**src/rtl/manchester_rx_pkg.sv**
```systemverilog
package manchester_rx_pkg;

  typedef enum logic {HUNT, LOCKED} decState_t;

  // Strobes from control to datapath; valid only on a group boundary.
  typedef struct packed {
    logic lock;      // capture offset, times and bit preset
    logic pushBit;   // shift one decoded bit in
    logic bitVal;    // value for pushBit
    logic finish;    // end of response: flush and signal done
    logic clearWin;  // forget the sample history
    logic collide;   // both halves modulated
  } decStrobes_t;

  // Majority of four samples: modulated when three or more are set.
  function automatic logic halfModulated(input logic [3:0] nib);
    logic [2:0] ones;
    ones = 3'(nib[0]) + 3'(nib[1]) + 3'(nib[2]) + 3'(nib[3]);
    return ones >= 3'd3;
  endfunction

endpackage

```
**src/rtl/manchester_rx_datapath.sv**
```systemverilog
module manchester_rx_datapath
  import manchester_rx_pkg::*;
#(
  parameter int CNT_W = 32,
  parameter int PRE_W = 4,
  parameter int LEN_W = 8
) (
  input  logic             clk,
  input  logic             rst_n,
  input  logic             sample_in,
  input  logic             sample_valid,
  input  logic [PRE_W-1:0] bit_offset_in,
  input  logic [CNT_W-1:0] counter_in,
  input  decStrobes_t      ctl,
  output logic             groupReady,
  output logic             syncHit,
  output logic             firstMod,
  output logic             secondMod,
  output logic             rxAny,
  output logic [7:0]       byte_out,
  output logic             parity_out,
  output logic             byte_valid,
  output logic             done,
  output logic             collision,
  output logic [CNT_W-1:0] start_time,
  output logic [CNT_W-1:0] end_time
);
  localparam int WIN_W   = 16;
  localparam int SPB     = 8;
  localparam int PH_W    = $clog2(SPB);
  localparam int GRP_W   = 9;

  logic [WIN_W-2:0] history;
  logic [WIN_W-1:0] windowNext;
  logic [PH_W-1:0]  phase;
  logic [1:0]       syncOff, lockOff;
  logic [GRP_W-1:0] shiftReg, shiftNext, flushWord;
  logic [PRE_W-1:0] bitCount, cntNext, cntAfter;
  logic [LEN_W-1:0] byteCount, lenAfter;
  logic             byteDone;
  logic [7:0]       seg;
  logic [CNT_W-1:0] lockTime, spanBits, endCalc;

  assign windowNext = {history, sample_in};
  assign groupReady = sample_valid && (phase == PH_W'(SPB - 1));

  always_comb begin
    syncHit = 1'b1;
    syncOff = 2'd0;
    if ((windowNext & 16'h03B8) == 16'h0380)      syncOff = 2'd2;
    else if ((windowNext & 16'h01DC) == 16'h01C0) syncOff = 2'd1;
    else if ((windowNext & 16'h00EE) == 16'h00E0) syncOff = 2'd0;
    else                                          syncHit = 1'b0;
  end

  assign seg       = 8'(windowNext >> lockOff);
  assign firstMod  = halfModulated(seg[7:4]);
  assign secondMod = halfModulated(seg[3:0]);
  assign rxAny     = (byteCount != '0) || (bitCount != '0);

  assign shiftNext = {ctl.bitVal, shiftReg[GRP_W-1:1]};
  assign cntNext   = bitCount + PRE_W'(1);
  assign byteDone  = (cntNext == PRE_W'(GRP_W));
  assign cntAfter  = byteDone ? '0 : cntNext;
  assign lenAfter  = byteDone ? byteCount + LEN_W'(1) : byteCount;
  assign spanBits  = CNT_W'(lenAfter) * CNT_W'(GRP_W) + CNT_W'(cntAfter) + CNT_W'(1);
  assign endCalc   = start_time + (spanBits << 3);
  assign lockTime  = (counter_in & ~CNT_W'(SPB - 1)) - CNT_W'(syncOff);
  assign flushWord = shiftReg >> (PRE_W'(GRP_W) - bitCount);

  always_ff @(posedge clk or negedge rst_n) begin
    if (!rst_n) begin
      history    <= '0;
      phase      <= '0;
      lockOff    <= '0;
      shiftReg   <= '0;
      bitCount   <= '0;
      byteCount  <= '0;
      byte_out   <= '0;
      parity_out <= 1'b0;
      byte_valid <= 1'b0;
      done       <= 1'b0;
      collision  <= 1'b0;
      start_time <= '0;
      end_time   <= '0;
    end else begin
      byte_valid <= 1'b0;
      done       <= 1'b0;
      collision  <= 1'b0;
      if (sample_valid) begin
        phase   <= phase + PH_W'(1);
        history <= windowNext[WIN_W-2:0];
      end
      if (ctl.clearWin) history <= '0;
      if (ctl.lock) begin
        lockOff    <= syncOff;
        bitCount   <= bit_offset_in;
        shiftReg   <= '0;
        byteCount  <= '0;
        start_time <= lockTime;
        end_time   <= lockTime;
      end
      if (ctl.pushBit) begin
        shiftReg  <= shiftNext;
        bitCount  <= cntAfter;
        byteCount <= lenAfter;
        end_time  <= endCalc;
        if (byteDone) begin
          byte_out   <= shiftNext[7:0];
          parity_out <= shiftNext[8];
          byte_valid <= 1'b1;
        end
      end
      if (ctl.finish) begin
        done <= 1'b1;
        if (bitCount != '0) begin
          byte_out   <= flushWord[7:0];
          parity_out <= 1'b0;
          byte_valid <= 1'b1;
        end
      end
      if (ctl.collide) collision <= 1'b1;
    end
  end

endmodule

```
**src/rtl/manchester_rx_control.sv**
```systemverilog
module manchester_rx_control
  import manchester_rx_pkg::*;
(
  input  logic        clk,
  input  logic        rst_n,
  input  logic        groupReady,
  input  logic        syncHit,
  input  logic        firstMod,
  input  logic        secondMod,
  input  logic        rxAny,
  output decStrobes_t ctl
);
  decState_t state, stateNext;

  always_comb begin
    ctl       = '0;
    stateNext = state;
    if (groupReady) begin
      if (state == HUNT) begin
        if (syncHit) begin
          ctl.lock  = 1'b1;
          stateNext = LOCKED;
        end
      end else begin
        unique case ({firstMod, secondMod})
          2'b11: begin
            ctl.collide  = 1'b1;
            ctl.clearWin = 1'b1;
            stateNext    = HUNT;
          end
          2'b10: begin
            ctl.pushBit = 1'b1;
            ctl.bitVal  = 1'b1;
          end
          2'b01: begin
            ctl.pushBit = 1'b1;
            ctl.bitVal  = 1'b0;
          end
          default: begin
            ctl.finish   = rxAny;
            ctl.clearWin = 1'b1;
            stateNext    = HUNT;
          end
        endcase
      end
    end
  end

  always_ff @(posedge clk or negedge rst_n) begin
    if (!rst_n) state <= HUNT;
    else        state <= stateNext;
  end

endmodule

```
**src/rtl/manchester_rx_decoder.sv**
```systemverilog
module manchester_rx_decoder
  import manchester_rx_pkg::*;
#(
  parameter int CNT_W = 32,
  parameter int PRE_W = 4,
  parameter int LEN_W = 8
) (
  input  logic             clk,
  input  logic             rst_n,
  input  logic             sample_in,
  input  logic             sample_valid,
  input  logic [PRE_W-1:0] bit_offset_in,
  input  logic [CNT_W-1:0] counter_in,
  output logic [7:0]       byte_out,
  output logic             parity_out,
  output logic             byte_valid,
  output logic             done,
  output logic             collision,
  output logic [CNT_W-1:0] start_time,
  output logic [CNT_W-1:0] end_time
);
  decStrobes_t ctl;
  logic groupReady, syncHit, firstMod, secondMod, rxAny;

  manchester_rx_control u_ctrl (
    .clk(clk), .rst_n(rst_n), .groupReady(groupReady), .syncHit(syncHit),
    .firstMod(firstMod), .secondMod(secondMod), .rxAny(rxAny), .ctl(ctl)
  );

  manchester_rx_datapath #(.CNT_W(CNT_W), .PRE_W(PRE_W), .LEN_W(LEN_W)) u_dp (
    .clk(clk), .rst_n(rst_n), .sample_in(sample_in), .sample_valid(sample_valid),
    .bit_offset_in(bit_offset_in), .counter_in(counter_in), .ctl(ctl),
    .groupReady(groupReady), .syncHit(syncHit), .firstMod(firstMod),
    .secondMod(secondMod), .rxAny(rxAny), .byte_out(byte_out),
    .parity_out(parity_out), .byte_valid(byte_valid), .done(done),
    .collision(collision), .start_time(start_time), .end_time(end_time)
  );

endmodule

```
**config.mk**
```make
export PLATFORM = sky130hd
export DESIGN_NAME = manchester_rx_decoder
export DESIGN_NICKNAME = d
export VERILOG_FILES = /design/src/rtl/manchester_rx_pkg.sv /design/src/rtl/manchester_rx_datapath.sv /design/src/rtl/manchester_rx_control.sv /design/src/rtl/manchester_rx_decoder.sv
export SDC_FILE = /design/constraint.sdc
export NUM_CORES = 1
export LEC_CHECK = 0
export ABC_AREA = 1
export BUFFER_PORTS_ARGS = -buffer_cell sky130_fd_sc_hd__buf_2
export CAP_MARGIN = 20
export CORE_MARGIN = 3
export CORE_UTILIZATION = 50
export CTS_CLUSTER_DIAMETER = 200
export DETAILED_ROUTE_END_ITERATION = 16
export PLACE_DENSITY_LB_ADDON = 0.05
export SYNTH_ARGS = -nofsm -noshare
export SYNTH_HDL_FRONTEND = slang
export SYNTH_SLANG_ARGS = --single-unit
```
**constraint.sdc**
```tcl
create_clock -name clk -period 4.4 [get_ports clk]
set_input_delay 1.32 -clock clk [delete_from_list [all_inputs] [get_ports clk]]
set_output_delay 1.32 -clock clk [all_outputs]
set_load 0.02 [all_outputs]
```
==> impl_metrics.json, run 1 <==
{
  "status": "finished with violations",
  "violations": "negative setup slack",
  "port_buffers": 112,
  "fmaxAchievable_mhz": 206,
  "min_to": "u_dp.end_time[13]",
  "routedWlPerCell_um": 15.8,
  "clk_path_buf_depth": 2,
  "synth_edf_count": 0,
  "synth.distinct_cells": 56,
  "synth_xor_area_frac": 0.0479,
  "antenna_cells": 0,
  "path_buf_inv": 4,
  "critPathMaxFanout": 4,
  "drc": 0,
  "endpoint_kind": "register",
  "grt.total_usage": 0.282,
  "whs_path_depth": 2,
  "clkSinkCount": 112,
  "gp_congestion": 0.959,
  "hp-start": "u_dp.end_time[13]",
  "cp.arrival_ns": 5.10,
  "grt_pass1_vias": 8299,
  "crit_path_start_kind": "register",
  "initial_core_util": 0.512,
  "dp.final_hpwl_um": 19300,
  "ys_seq_area_frac": 0.330,
  "worstMarginPinSlew_ns": 0.707,
  "die_y_um": 136,
  "synth_fa_ha_area_frac": 0.0831,
  "drive_gt1_frac": 0.293,
  "antenna_found_initial": 0,
  "drt_wl_total_um": 26000,
  "fin_ws_ns": -0.454,
  "grt_pass1_wl_um": 41300,
  "final_net_count": 1516,
  "synth_mux_area_frac": 0.00265,
  "fp.dieArea_mm2": 0.0186,
  "vias": 8815,
  "hold_class": "register to register",
  "dpl-instance-area_mm2": 0.00989,
  "fin_skew_ns": 0.0112,
  "cap_viol_max_count": 0,
  "critPathMaxStageDelay_ns": 0.41,
  "gr-total-overflow": 0,
  "critPathLaunch": "u_dp.bitCount[1]",
  "via_per_inst": 5.35,
  "critPathSlowestCell": "dfrtp_1",
  "stdcell_area_mm2": 0.0111,
  "synthSimpleGateAreaFrac": 0.325,
  "synth-compound-area-share": 0.121,
  "finalHoldViolCount": 0,
  "clk_latency_ns": 0.37,
  "ant_nets": 0,
  "avgSynthCellArea_um2": 6.92,
  "numCtsBuffers": 9,
  "ys_async_sr_fraction": 1.00,
  "synth_area_mm2": 0.00849,
  "cts-root-buf": "clkbuf_16",
  "worstSetupPathType": "register to register",
  "finalSetupViolations": 22,
  "drt_iter0_markers": 569,
  "core_area_mm2": 0.0166,
  "syn_inst": 1228,
  "regToRegEndpoint": "u_dp.end_time[18]",
  "synthFlopType": "dfrtp_1",
  "r2r_start": "u_dp.bitCount[1]",
  "netlist.area_leader.share": 0.330,
  "synthTopCellsByCount": "nand2_1, inv_1, nor2_1",
  "slew_violations": 0,
  "pin_count": 116,
  "ys_top_cells_by_area": "dfrtp_1, nand2_1, ha_1",
  "reg2reg_depth": 29,
  "reg2reg_setup_slack_ns": -0.45,
  "cts.reportedPaths.clkPinSlew_ns": 0.08,
  "dieWidth_um": 136,
  "syn_nets": 1322,
  "htree_levels": 3,
  "period_minus_slack_ns": 4.85,
  "rsz0062_at_grt": "true",
  "drtPass1Iterations": 5,
  "synth.most_common_cell": "nand2_1",
  "cp.required_ns": 4.65,
  "area_growth_pct": 30.9,
  "min_period_over_period": 1.10,
  "rows": 47,
  "grt_max_degree": 62,
  "hold_buffers": 0,
  "synth-seq-cells": 112,
  "critPathTopFamily": "simple AND/OR/NAND/NOR gates",
  "yosys_warnings": 0,
  "synth_top_family_by_area": "simple AND/OR/NAND/NOR gates",
  "slew-limit-headroom": 0.524,
  "synth_top_cell_by_area": "dfrtp_1",
  "cts_tree": "built"
}
sequential cells by signal, indices dropped and copies added, names as in the netlist:
| signal | flops |
|---|---|
| u_dp.history | 10 |
| u_dp.end_time | 32 |
| u_dp.byteCount | 8 |
| u_dp.done | 1 |
| u_dp.phase | 3 |
| u_dp.collision | 1 |
| u_dp.byte_out | 8 |
| u_dp.lockOff | 2 |
| u_dp.byte_valid | 1 |
| u_dp.shiftReg | 9 |
| u_ctrl.state | 1 |
| u_dp.parity_out | 1 |
| u_dp.start_time | 31 |
| u_dp.bitCount | 4 |
placed cells by master (no fill, tap or decap), drive strengths merged, types with 2 or more instances in the layout:
master / instances
nand2: 359
buf: 215
inv: 158
nor2: 134
dfrtp: 112
nand3: 100
o21ai: 88
a21oi: 52
ha: 50
xor2: 27
nand4: 17
nor3: 17
o22ai: 16
xnor2: 16
clkbuf: 10
nand3b: 7
o211ai: 5
a21o: 4
nor4: 4
o21a: 4
fa: 4
clkinv: 4
a31oi: 3
a22oi: 3
o21bai: 3
or2: 2
mux2: 2
stage by stage:
step                 util  hold WS (ns)  cells  worst slack (ns)  setup TNS [ns]
finish              0.671         0.470   1647            -0.454           -7.14
global route        0.671         0.509   1647            -0.752          -13.32
CTS                 0.640         0.474   1636            -0.310           -4.56
detailed placement  0.596         0.463   1613            -0.452           -7.21
global placement    0.596         0.460   1613            -0.397           -6.44
floorplan               -         0.448   1228            0.0114               0
what timing repair did:
item / CTS / global route
resized for setup: 76 / 111
setup buffers: 8 / 13
pin swaps: 51 / 59
setup endpoints to repair: 22 / 24
cell type report:
cell class	count	area, um2
tap	220	275
fill	1454	5460
multi-input combinational	928	5750
sequential	112	2800
inverter	156	588
clock buffer	10	229
clock inverter	6	50.0
timing repair buffer	215	1430
tightest hold or removal path, stage by stage, from the launching register on:
cell	delay (ns)
dfrtp_1	0.34
nand2_1	0.05
nand2_1	0.05
per-layer routing:
layer | global-route usage | up-vias | wire (um)
met3 | 0.0281 | 48 | 1510
met4 | 0.102 | 0 | 817
met5 | 0 | - | 0
met1 | 0.393 | 4118 | 11800
met2 | 0.457 | 284 | 11900
li1 | - | 4365 | -
worst max-delay path by stage:
| stage | depth (start not counted) | slack [ns] | to |
|---|---|---|---|
| 2_1_floorplan | 29 | 0.01 | u_dp.end_time[23] |
| 3_3_place_gp | 30 | -0.40 | u_dp.end_time[13] |
| 3_5_place_dp | 32 | -0.45 | u_dp.end_time[18] |
| 4_1_cts | 30 | -0.31 | u_dp.end_time[18] |
| 5_1_grt | 29 | -0.75 | u_dp.end_time[18] |
| 6_report | 29 | -0.45 | u_dp.end_time[18] |
kinds of logic (layout without fill, tap and decap cells):
kind of cell               count (synthesis)  after routing
and+or+nand+nor                          643            643
buffers and inverters                    188            387
AOI/OAI and AO/OA                        185            185
DFF                                      112            112
adders and majority gates                 54             54
xor gates and xnor gates                  43             43
muxes                                      2              2
other                                      1              1
Power of run 1 is not shown: default switching activity piles up to over one toggle a cycle in this logic, so the estimate is an artifact.
==> inputs of run 2 (changes only) <==
- ABC_AREA: 1 -> 0
==> run 2 against run 1 <==
  * The flow still finishes with violations (negative setup slack)
  * Global-route usage decreased by 1.0 points
  * Synthesized cell count fell by 35%
  * Die area down 11%
  * Critical path type unchanged
  * Largest cell class unchanged
  * Highest routed layer is now met5
==> impl_metrics.json, run 2 <==
{
  "rsz0062_at_grt": "true",
  "power_density_mw_per_mm2": 254,
  "grt_pass1_vias": 7277,
  "top_register": "u_dp.end_time",
  "top_usage_layer": "met2",
  "drt_iter0_markers": 423,
  "slew-limit-headroom": 0.254,
  "antenna_cells": 0,
  "met2_usage": 0.436,
  "fp.dieArea_mm2": 0.0166,
  "use_met1": 0.375,
  "synth_edf_count": 0,
  "ys_async_sr_fraction": 1.00,
  "initial_core_util": 0.516,
  "hold_class": "register to register",
  "rows": 44,
  "core_area_mm2": 0.0146,
  "critPathMaxFanout": 6,
  "gr-total-overflow": 0,
  "die_y_um": 129,
  "fin_skew_ns": 0.0118,
  "clk_latency_ns": 0.36,
  "crit_path_start_kind": "register",
  "final_net_count": 1137,
  "syn_nets": 895,
  "syn_inst": 801,
  "cap_viol_max_count": 0,
  "dieWidth_um": 129,
  "synthTopCellsByCount": "dfrtp_1, nand2_1, nor2_1",
  "violations": "negative setup slack",
  "final_common_cell": "buf_4",
  "area_growth_pct": 38.9,
  "synthFlopType": "dfrtp_1",
  "largest_register_ffs": 32,
  "vias": 7197,
  "ys_seq_area_frac": 0.371,
  "synth_area_mm2": 0.00755,
  "antenna_found_initial": 1,
  "avgSynthCellArea_um2": 9.43,
  "drive_gt1_frac": 0.385,
  "leakage_nw": 5.16,
  "worstMarginPinSlew_ns": 1.11,
  "ys_top_cells_by_area": "dfrtp_1, ha_1, xnor2_1",
  "synth_top_cell_by_area": "dfrtp_1",
  "worstSetupPathType": "register to register",
  "pin_count": 116,
  "vdd_drop_max_mv": 0.198,
  "drc": 0,
  "cts-root-buf": "clkbuf_16",
  "fin_ws_ns": -1.25,
  "cp.arrival_ns": 5.86,
  "clk_path_buf_depth": 2,
  "period_minus_slack_ns": 5.65,
  "final_cell_mix": "buf_4, buf_2, dfrtp_1",
  "grtUsageMet3": 0.0490,
  "slew_violations": 0,
  "port_buffers": 112,
  "ant_nets": 0,
  "numCtsBuffers": 9,
  "min_period_over_period": 1.28,
  "finalSetupViolations": 23,
  "dp.final_hpwl_um": 15700,
  "hold_buffers": 0,
  "nFillCells": 1089,
  "netlist.area_leader.share": 0.371,
  "drtPass1Iterations": 5,
  "endpoint_kind": "register",
  "synth-seq-cells": 112,
  "via_per_inst": 5.84,
  "grt_pass1_wl_um": 36200,
  "grt.total_usage": 0.272,
  "finalHoldViolCount": 0,
  "drt_wl_total_um": 22800,
  "yosys_warnings": 0,
  "status": "finished with violations",
  "fmaxAchievable_mhz": 177,
  "clkSinkCount": 112,
  "reg.largest.list": "u_dp.end_time x32, u_dp.start_time x31, u_dp.history x10",
  "routedWlPerCell_um": 18.5,
  "gp_congestion": 0.925,
  "synth.most_common_cell": "dfrtp_1",
  "tns_ns": -21.62,
  "cp.required_ns": 4.61,
  "synth.distinct_cells": 73,
  "grt_max_degree": 79,
  "htree_levels": 3,
  "utilization": 0.717,
  "cts_tree": "built",
  "cts.reportedPaths.clkPinSlew_ns": 0.08
}
[run 2: cells by family (layout without fill, tap and decap cells)]
| logic type | Yosys count | count (layout) | share of synthesized area |
|---|---|---|---|
| xor+xnor | 74 | 74 | 0.0878 |
| compound gates | 199 | 199 | 0.179 |
| fa+ha+maj | 54 | 54 | 0.0934 |
| other cells | 1 | 1 | 0.000497 |
| mux | 30 | 30 | 0.0570 |
| buf+inv | 65 | 312 | 0.0345 |
| simple gates | 266 | 266 | 0.177 |
| flops | 112 | 112 | 0.371 |
[run 2: layer usage]
metal / share of wire / up-vias
met4: 0.021 / 2
met2: 0.48 / 231
met1: 0.45 / 3539
met5: 0.00057 / -
li1: - / 3381
met3: 0.051 / 44
[run 2: what timing repair did]
action	CTS	global route
pin swaps	30	43
setup endpoints to repair	23	25
resized for setup	53	42
hold endpoints to repair	0	0
setup buffers	12	13
[run 2: worst paths after layout]
kind	end	cells after the start	startpoint	slack, ns
setup / recovery	u_dp.end_time[27]	25	u_dp.bitCount[1]	-1.25
hold / removal	u_dp.end_time[2]	2	u_dp.end_time[2]	0.48
setup reg to reg	u_dp.end_time[27]	25	u_dp.bitCount[1]	-1.25
hold reg to reg	u_dp.end_time[2]	2	u_dp.end_time[2]	0.48
max in group asynchronous	u_dp.start_time[15]	2	rst_n	2.70
min in group asynchronous	u_dp.byte_out[6]	1	rst_n	0.92
[run 2: critical path: stages (launching register included)]
cell,delay (ns)
dfrtp_2,0.45
ha_4,0.20
xnor2_4,0.21
nand2_2,0.10
nor2_4,0.17
and4_4,0.28
buf_6,0.12
xnor2_4,0.13
xnor2_2,0.14
ha_1,0.27
ha_4,0.29
o21ai_2,0.08
o21ai_0,0.24
a31oi_2,0.15
buf_4,0.17
o21ai_1,0.18
xor2_1,0.26
o41ai_2,0.13
a221o_1,0.37
ha_4,0.32
and4_4,0.24
a31oi_2,0.14
nor3_4,0.36
nand4_1,0.16
xor2_1,0.18
o221ai_1,0.15
[run 2: area by class of cell]
type | count | area [um2] | area share
Clock inverter | 5 | 63.8 | 0.00608
Multi-Input combinational cell | 624 | 5270 | 0.502
Timing Repair Buffer | 261 | 1760 | 0.167
Sequential cell | 112 | 2810 | 0.267
Tap cell | 184 | 230 | 0.0219
Inverter | 35 | 131 | 0.0125
Clock buffer | 11 | 233 | 0.0222
[run 2: power breakdown]
group / switching (mW) / internal [mW] / total [mW]
Combinational: 0.345 / 0.310 / 0.656
Clock: 0.400 / 0.449 / 0.850
Sequential: 0.0689 / 1.09 / 1.16
[run 2: stage by stage]
stage	hold WS (ns)	cells	instance area [um2]	setup WS [ns]	total power, mW
after floorplan	0.448	801	7870	-0.822	1.53
after global placement	0.459	1192	9510	-1.01	1.76
after detailed placement	0.467	1193	9530	-1.19	1.79
after CTS	0.486	1220	10200	-0.984	2.66
after global routing	0.509	1232	10500	-1.49	2.79
final	0.480	1232	10500	-1.25	2.67
Power figures use the tool's default switching activity.
==> inputs of run 3 (changes only) <==
- BUFFER_PORTS_ARGS: -buffer_cell sky130_fd_sc_hd__buf_2 -> not set
- DONT_BUFFER_PORTS: not set -> 1
==> run 3 against run 2 <==
  * The flow still finishes with violations (negative setup slack)
  * Register-to-register slack better by 0.15 ns
  * Critical path depth unchanged
  * Total power down 0.25%
  * Clock power up 7.2%
  * Non-clock buffer count down 116
  * First-iteration DRC count down 20%
  * Die area unchanged
  * Sequential share of layout area up 1.6 points
  * Clock-buffer cell count unchanged
  * Flip-flop and latch count unchanged
  * Cell count down 9.4%
  * Clock skew down 0.0057 ns
  * Highest routed layer is now met4
==> impl_metrics.json, run 3 (synthesis results as in run 2) <==
{
  "cap_viol_max_count": 0,
  "rows": 44,
  "gp_congestion": 0.897,
  "via_per_inst": 5.98,
  "pin_count": 116,
  "nFillCells": 1136,
  "fmaxAchievable_mhz": 182,
  "drt_wl_total_um": 21800,
  "drtPass1Iterations": 4,
  "area_growth_pct": 31.2,
  "dpl-instance-area_mm2": 0.00898,
  "fin_skew_ns": 0.00604,
  "final_cell_mix": "buf_4, dfrtp_1, nand2_1",
  "clk_path_buf_depth": 2,
  "cp.required_ns": 4.64,
  "power_density_mw_per_mm2": 269,
  "hold_class": "register to register",
  "antenna_cells": 0,
  "largest_register_ffs": 32,
  "antenna_found_initial": 0,
  "top_layer": "met4",
  "core_area_mm2": 0.0146,
  "vias": 6679,
  "min_period_over_period": 1.25,
  "dp.final_hpwl_um": 15400,
  "drc": 0,
  "slew-limit-headroom": 0.252,
  "vdd_drop_max_mv": 0.185,
  "grt.total_usage": 0.257,
  "clk_latency_ns": 0.36,
  "finalHoldViolCount": 0,
  "hp-start": "u_dp.phase[0]",
  "grt_pass1_vias": 6632,
  "whs_path_depth": 1,
  "ant_nets": 0,
  "path_buf_inv": 3,
  "drt_iter0_markers": 337,
  "port_buffers": 0,
  "finalSetupViolations": 23,
  "htree_levels": 3,
  "total_power_mw": 2.66,
  "period_minus_slack_ns": 5.49,
  "reg2reg_setup_slack_ns": -1.09,
  "critPathTopFamily": "compound AO/OA/AOI/OAI gates",
  "rsz0062_at_grt": "true",
  "top_register": "u_dp.end_time",
  "hold_buffers": 0,
  "endpoint_kind": "register",
  "r2r_start": "u_dp.bitCount[1]",
  "wl_met3_um": 1340,
  "fp.dieArea_mm2": 0.0166,
  "cts-root-buf": "clkbuf_16",
  "reg2reg_depth": 25,
  "gr-total-overflow": 0,
  "placedCellCount": 1081,
  "critPathSlowestCell": "dfrtp_2",
  "fin_ws_ns": -1.09,
  "worstMarginPinSlew_ns": 1.12,
  "slew_violations": 0,
  "min_to": "u_dp.phase[0]",
  "final_net_count": 1021,
  "cts.reportedPaths.clkPinSlew_ns": 0.08,
  "wl_met2_um": 10400,
  "violations": "negative setup slack",
  "drive_gt1_frac": 0.309,
  "tns_ns": -19.98,
  "regToRegEndpoint": "u_dp.end_time[28]",
  "dieWidth_um": 129,
  "leakage_nw": 4.60,
  "routedWlPerCell_um": 19.5,
  "grt_max_degree": 113,
  "critPathMaxStageDelay_ns": 0.45,
  "status": "finished with violations",
  "initial_core_util": 0.516,
  "cp.arrival_ns": 5.73,
  "cts_tree": "built",
  "clkSinkCount": 112,
  "wl_met1_um": 9740,
  "critPathMaxFanout": 4,
  "grt_pass1_wl_um": 34300,
  "stdcell_area_mm2": 0.00991,
  "die_y_um": 129,
  "cp_common_cell": "xnor2_2",
  "final_common_cell": "buf_4",
  "reg.largest.list": "u_dp.end_time x32, u_dp.start_time x31, u_dp.history x10",
  "stdcell_count": 1116,
  "crit_path_start_kind": "register",
  "numCtsBuffers": 9,
  "worstSetupPathType": "register to register"
}
run 3: worst max path at each step:
stage / start / to / slack, ns / cells after the start
after CTS: u_dp.bitCount[1] / u_dp.end_time[22] / -1.03 / 23
final: u_dp.bitCount[1] / u_dp.end_time[28] / -1.09 / 25
after global routing: u_dp.bitCount[1] / u_dp.end_time[18] / -1.33 / 28
after floorplan: u_dp.bitCount[1] / u_dp.end_time[22] / -0.82 / 24
after detailed placement: u_dp.bitCount[1] / u_dp.end_time[28] / -1.17 / 24
after global placement: u_dp.bitCount[1] / u_dp.end_time[28] / -1.03 / 24
run 3: layout make-up:
cell class | instances | area [um2] | share of cell area
multi-input cells | 624 | 5200 | 0.525
well taps | 184 | 230 | 0.0232
clock inverters | 5 | 87.6 | 0.00884
clock buffers | 11 | 233 | 0.0235
inverters | 35 | 131 | 0.0133
flip-flops and latches | 112 | 2810 | 0.283
repair buffers | 145 | 1220 | 0.123
run 3: power breakdown:
| group | switching (mW) | internal (mW) | leakage (nW) |
|---|---|---|---|
| registers | 0.121 | 1.09 | 1.53 |
| clock network | 0.405 | 0.507 | 0.152 |
| logic | 0.256 | 0.279 | 2.92 |
run 3: metal layers:
metal  up-vias  GRT usage
met5         -          0
met4         0     0.0679
met3        25     0.0619
met2       184      0.411
met1      3316      0.353
li1       3154          -
run 3: repair_timing:
| action | CTS | global route |
|---|---|---|
| gates cloned | 0 | 0 |
| setup endpoints to repair | 24 | 25 |
| gates resized for setup | 27 | 72 |
| buffers inserted | 15 | 14 |
| pin swaps | 23 | 38 |
run 3: stage by stage:
step	worst slack (ns)	util	hold slack [ns]
after global placement	-1.03	0.612	0.462
after detailed placement	-1.17	0.613	0.469
after CTS	-1.03	0.647	0.483
after floorplan	-0.822	-	0.448
after global routing	-1.33	0.677	0.502
final	-1.09	0.677	0.482
run 3: worst register-to-register path, stage by stage, from the launching register on:
cell and delay, ns:
dfrtp_2 0.45, ha_4 0.19, and3b_2 0.24, o211ai_4 0.27, nor2_4 0.10, xnor2_2 0.20, inv_2 0.09, buf_6 0.13
xnor2_2 0.12, ha_1 0.33, ha_4 0.27, and3_4 0.15, a221oi_2 0.25, o21bai_1 0.12, a21o_1 0.20, xnor2_2 0.16
nor4_2 0.28, xnor2_1 0.13, ha_1 0.35, nand4_1 0.17, a21oi_4 0.22, a2111oi_4 0.11, buf_6 0.15, nor4b_4 0.36
nor2_1 0.10, a211o_1 0.24
